--- src/rtl/pipe6_pkg.sv ---
`timescale 1ns/1ps
package pipe6_pkg;
  localparam int unsigned N_STAGES = 6;
  // stage positions; squash and retire decisions depend on this ordering
  localparam int unsigned ST_FETCH  = 0;
  localparam int unsigned ST_DECODE = 1;
  localparam int unsigned ST_ADDR   = 2;
  localparam int unsigned ST_OPRD   = 3;
  localparam int unsigned ST_EXEC   = 4;
  localparam int unsigned ST_WRITE  = 5;
endpackage

--- src/rtl/pipe6_stage_reg.sv ---
`timescale 1ns/1ps
module pipe6_stage_reg #(
  parameter int unsigned TAG_W = 16
) (
  input  logic             clk,
  input  logic             rst,
  input  logic             hold,
  input  logic             kill,
  input  logic             d_valid,
  input  logic [TAG_W-1:0] d_tag,
  output logic             q_valid,
  output logic [TAG_W-1:0] q_tag
);
  always_ff @(posedge clk) begin
    if (rst) begin
      q_valid <= 1'b0;
      q_tag   <= '0;
    end else if (!hold) begin
      q_valid <= d_valid & ~kill;
      q_tag   <= d_tag;
    end
  end
endmodule

--- src/rtl/pipe6_fetch_pc.sv ---
`timescale 1ns/1ps
module pipe6_fetch_pc #(
  parameter int unsigned PC_W     = 16,
  parameter logic [PC_W-1:0] RESET_PC = '0
) (
  input  logic            clk,
  input  logic            rst,
  input  logic            hold,
  input  logic            block,
  input  logic            src_valid,
  input  logic            redirect,
  input  logic [PC_W-1:0] target,
  output logic            admit,
  output logic [PC_W-1:0] admit_tag,
  output logic [PC_W-1:0] pc_q
);
  always_comb begin
    admit     = src_valid & ~hold & ~block;
    admit_tag = redirect ? target : pc_q;
  end

  always_ff @(posedge clk) begin
    if (rst)           pc_q <= RESET_PC;
    else if (hold)     pc_q <= pc_q;
    else if (admit)    pc_q <= admit_tag + PC_W'(1);
    else if (redirect) pc_q <= target;
  end
endmodule

--- src/rtl/pipe6_irq_drain.sv ---
`timescale 1ns/1ps
module pipe6_irq_drain (
  input  logic clk,
  input  logic rst,
  input  logic req,
  input  logic empty_next,
  output logic block,
  output logic ack
);
  logic pend_q;
  logic pend_eff;
  logic ack_n;

  always_comb begin
    pend_eff = pend_q | req;
    block    = pend_eff;
    ack_n    = pend_eff & empty_next;
  end

  always_ff @(posedge clk) begin
    if (rst) begin
      pend_q <= 1'b0;
      ack    <= 1'b0;
    end else begin
      pend_q <= pend_eff & ~ack_n;
      ack    <= ack_n;
    end
  end
endmodule

--- src/rtl/pipe6_flow_ctrl.sv ---
`timescale 1ns/1ps
module pipe6_flow_ctrl
  import pipe6_pkg::*;
#(
  parameter int unsigned PC_W     = 16,
  parameter int unsigned CNT_W    = 32,
  parameter logic [PC_W-1:0] RESET_PC = '0
) (
  input  logic                clk,
  input  logic                rst,
  input  logic                src_valid,
  input  logic                stall,
  input  logic                br_resolve,
  input  logic                br_taken,
  input  logic [PC_W-1:0]     br_target,
  input  logic                irq_req,
  output logic [PC_W-1:0]     fetch_pc,
  output logic [N_STAGES-1:0] stage_valid,
  output logic                retire_valid,
  output logic [PC_W-1:0]     retire_tag,
  output logic                redirect_valid,
  output logic [PC_W-1:0]     redirect_pc,
  output logic                irq_ack,
  output logic [CNT_W-1:0]    cycle_cnt,
  output logic [CNT_W-1:0]    retire_cnt
);
  localparam int unsigned NS = N_STAGES;
  localparam int unsigned EX = ST_EXEC;
  localparam int unsigned WB = ST_WRITE;

  logic [NS-1:0]   v_q, d_v, kill;
  logic [PC_W-1:0] tag_q [NS];
  logic [PC_W-1:0] d_tag [NS];
  logic            taken, admit, block, empty_next;
  logic [PC_W-1:0] admit_tag;

  // a resolution only counts when a real instruction sits in execute and the pipe moves
  assign taken = br_resolve & br_taken & v_q[EX] & ~stall;

  pipe6_fetch_pc #(.PC_W(PC_W), .RESET_PC(RESET_PC)) fetch_i (
    .clk(clk), .rst(rst), .hold(stall), .block(block), .src_valid(src_valid),
    .redirect(taken), .target(br_target), .admit(admit), .admit_tag(admit_tag),
    .pc_q(fetch_pc)
  );

  always_comb begin
    d_v[0]   = admit;
    d_tag[0] = admit_tag;
    for (int i = 1; i < NS; i++) begin
      d_v[i]   = v_q[i-1];
      d_tag[i] = tag_q[i-1];
    end
  end

  genvar g;
  generate
    for (g = 0; g < NS; g++) begin : g_stage
      if (g >= 1 && g <= EX) begin : g_younger
        assign kill[g] = taken;
      end else begin : g_keep
        assign kill[g] = 1'b0;
      end
      pipe6_stage_reg #(.TAG_W(PC_W)) reg_i (
        .clk(clk), .rst(rst), .hold(stall), .kill(kill[g]),
        .d_valid(d_v[g]), .d_tag(d_tag[g]),
        .q_valid(v_q[g]), .q_tag(tag_q[g])
      );
    end
  endgenerate

  assign empty_next = stall ? (v_q == '0) : ((d_v & ~kill) == '0);

  pipe6_irq_drain irq_i (
    .clk(clk), .rst(rst), .req(irq_req), .empty_next(empty_next),
    .block(block), .ack(irq_ack)
  );

  assign stage_valid = v_q;
  assign retire_tag  = tag_q[WB];

  always_ff @(posedge clk) begin
    if (rst) begin
      retire_valid   <= 1'b0;
      redirect_valid <= 1'b0;
      redirect_pc    <= '0;
      cycle_cnt      <= '0;
      retire_cnt     <= '0;
    end else begin
      retire_valid   <= ~stall & v_q[WB-1];
      redirect_valid <= taken;
      if (taken) redirect_pc <= br_target;
      cycle_cnt      <= cycle_cnt + CNT_W'(1);
      if (~stall & v_q[WB-1]) retire_cnt <= retire_cnt + CNT_W'(1);
    end
  end
endmodule

--- config.mk ---
export PLATFORM = sky130hd
export DESIGN_NAME = pipe6_flow_ctrl
export DESIGN_NICKNAME = d
export VERILOG_FILES = /design/src/rtl/pipe6_pkg.sv /design/src/rtl/pipe6_stage_reg.sv /design/src/rtl/pipe6_fetch_pc.sv /design/src/rtl/pipe6_irq_drain.sv /design/src/rtl/pipe6_flow_ctrl.sv
export SDC_FILE = /design/constraint.sdc
export NUM_CORES = 1
export LEC_CHECK = 0
export ABC_AREA = 1
export BUFFER_PORTS_ARGS = -buffer_cell sky130_fd_sc_hd__clkbuf_2
export CAP_MARGIN = 15
export CORE_ASPECT_RATIO = 0.5
export CORE_MARGIN = 2
export CORE_UTILIZATION = 25
export DETAILED_ROUTE_END_ITERATION = 12
export SLEW_MARGIN = 20
export SYNTH_ARGS = -nofsm -noshare
export SYNTH_HDL_FRONTEND = slang
export SYNTH_SLANG_ARGS = --single-unit
--- constraint.sdc ---
create_clock -name clk -period 2.46 [get_ports clk]
set_clock_uncertainty 0.15 [all_clocks]
set_input_delay 0.246 -clock clk [delete_from_list [all_inputs] [get_ports clk]]
set_output_delay 0.246 -clock clk [all_outputs]
set_load 0.01 [all_outputs]
==> reports/metrics.yaml <==
run_status:
  status: "completed"
finish:
  synthToLayoutAreaGrowth_pct: 24.7
  nets: 1375
  fin_area_sq_um: 10700
  drive_above_1_share_pct: 17.7
  fin_util_pct: 32.0
  diodes: 0
power:
  power_density_nw_per_um2: 699
  swShare_pct: 22.3
  share_seq_of_total_power_pct: 46.0
  power.switching_uw: 1670
  share_comb_of_total_power_pct: 5.8
  ir_drop_mv: 0.439
  p_int_uw: 5810
  power.leakage_uw: 0.00447
  clkPwrFrac_pct: 48.2
  power.total_uw: 7490
place:
  post_dp_cell_area_sq_um: 9730
  dp_hpwl_mm: 16.8
  place_congestion: 0.855
  numPortBuffers: 143
logic_synthesis:
  synth_top_cell_area_share_pct: 47.1
  yosysTopAreaCell: "dfxtp_1"
  synth_nets: 1229
  syn_avg_cell_area_sq_um: 7.14
  synth-seq-cells: 202
  ys_seq_area_share_pct: 47.1
  yosys-top-cells-area: "dfxtp_1 47%, nor2_1 11%, nand2_1 9.4%"
  ys_warn_count: 0
  synth-edff-count: 0
  yosysUniqueCellTypes: 39
  netlist_area_sq_um: 8580
  ys_async_sr_fraction_pct: 0
  synth_flop_cell: "dfxtp_1"
  synthCells: 1203
route:
  drt-total-wl_mm: 23.3
  dr_total_vias: 7804
  ant_nets: 0
  drtPass1Iterations: 4
  routedWlPerCell_microns: 12.9
  drt-vias-per-instance: 4.32
  first_iter_violations: 521
  drc: 0
clock_network:
  cts.sinks: 202
  clkTransAtPathRegs_ps: 60
  cts_root_buffer: "clkbuf_16"
  cts_buffers: 22
  post_cts_buffers: 0
  tritoncts: "yes"
  clkLatencyLatePin_ps: 510
  htreeDepth: 1
  cts_max_path_buffers: 3
sta:
  fmax_mhz: 448
  finalHoldViolCount: 0
  tns_ps: 0
  maxSlewHeadroom_pct: 39.8
  final-setup-viol-count: 0
  fin_crit_ps: 2230
  tightest_slew_ps: 903
  slew_violations: 0
  hold_slack_ps: 33.1
  rsz0062_at_grt: "no"
  min_period_over_period_pct: 90.8
worst_setup_path:
  cp_max_fo: 8
  startpoint_type: "register"
  cp.arrival_ps: 2450
  crit_required_ps: 2670
  end_kind: "register"
  worstSetupPathType: "register to register"
die:
  core_area_sq_um: 33500
  die_y_microns: 135
  start_util_pct: 25.7
  io_pins: 144
  die_area_sq_um: 35900
  row_count: 47
  fp.dieW_microns: 266
grt:
  antenna_found_initial: 0
  grt_pass1_wl_mm: 37.5
  grt.total_usage_pct: 12.7
  grt_pass1_vias: 7154
  grt_max_degree: 95
  overflow: 0
job:
  cap_violations: 0
worst_hold_path:
  min_path_type: "input port to register"
registers in the layout (all words and copies together) (netlist names), 6 cells and up:
name / count
redirect_pc: 16
retire_cnt: 32
g_stage.reg_i.q_valid: 6
cycle_cnt: 32
g_stage.reg_i.q_tag: 96
fetch_i.pc_q: 16
placed cells by master, fill, tap and decap left out, types with 9 or more instances in the layout:
cell	Yosys	layout
nor2_1	256	256
nand2_1	216	216
dfxtp_1	202	202
clkbuf_2	0	143
o21ai_0	109	109
inv_1	107	106
a21oi_1	67	67
nand3_1	35	35
nor3_1	32	32
clkbuf_16	0	22
nand4_1	20	20
buf_4	9	19
dlygate4sd3_1	0	18
o211ai_1	11	11
xor2_1	10	10
nor2_2	11	10
nand2_2	10	10
or2_2	9	9
critical path, stage by stage (launching register included):
cell and delay, ps:
dfxtp_1 360, inv_2 80, nor2_2 40, nand2_1 230, nand2_1 130, nand2_1 190, ha_1 210, nand3_1 160
inv_2 130, nand3_2 100, nor2_4 130, nand2_1 60, nand2_1 60, nor2_1 30
area by class of cell:
type,instances,area (sq um)
Timing Repair Buffer,180,1040
Fill cell,3661,22800
Inverter,111,418
Clock inverter,9,185
Multi-Input combinational cell,832,3860
Tap cell,441,552
Sequential cell,202,4040
Clock buffer,30,611
path summary, 6_finish.rpt:
check / from / endpoint / slack (ps) / depth (start not counted)
hold / removal: rst / g_stage[2].reg_i.q_tag[4] / 30 / 4
setup / recovery: g_stage[4].reg_i.q_valid / fetch_i.pc_q[12] / 230 / 13
hold reg to reg: cycle_cnt[0] / cycle_cnt[0] / 310 / 1
setup reg to reg: g_stage[4].reg_i.q_valid / fetch_i.pc_q[12] / 230 / 13
per-layer routing:
layer	up-vias	part of all wire, %	global-route usage [%]	wire (microns)
met5	-	0	0	0
met4	0	3.0	4.24	700
met3	41	3.2	2.04	735
met2	119	47	21.1	10900
met1	3499	47	16.7	11000
li1	4145	-	-	-
metrics by stage:
stage	instances	worst slack (ps)
final	1805	226
after global routing	1805	30.1
after CTS	1805	218
after detailed placement	1748	197
after global placement	1748	204
after floorplan	1203	505
synthesized netlist by cell type (6+ instances only):
cell type,n
xnor2_1,6
buf_4,9
xor2_1,10
o21ai_0,109
nand3_1,35
or2_2,9
o211ai_1,11
nor4_1,8
nand2_2,10
dfxtp_1,202
nor3_1,32
nor2_1,256
inv_1,107
clkbuf_1,41
a21oi_1,67
a211oi_1,7
nand4_1,20
nor2_2,11
nand2_1,216
power groups by stage:
stage / Clock (uW) / Sequential, uW / Combinational (uW)
global route: 3830 / 3460 / 500
global placement: 0 / 3510 / 415
CTS: 3690 / 3440 / 442
floorplan: 0 / 3520 / 277
finish: 3610 / 3440 / 436
detailed placement: 0 / 3520 / 416
repair_timing:
action / 4_1_cts / 5_1_grt
hold endpoints to repair: 20 / 0
setup endpoints to repair: 0 / 1
resized for setup: 0 / 1
hold buffers: 18 / 0
logic make-up after synthesis:
group                      Yosys count  synth area share (%)
buffers and inverters              169                  7.99
AOI/OAI and AO/OA                  201                  12.4
and+or+nand+nor                    612                  30.4
adders and majority gates            3                 0.437
xor gates and xnor gates            16                  1.63
DFF                                202                  47.1
(Power assumes the default switching activity.)
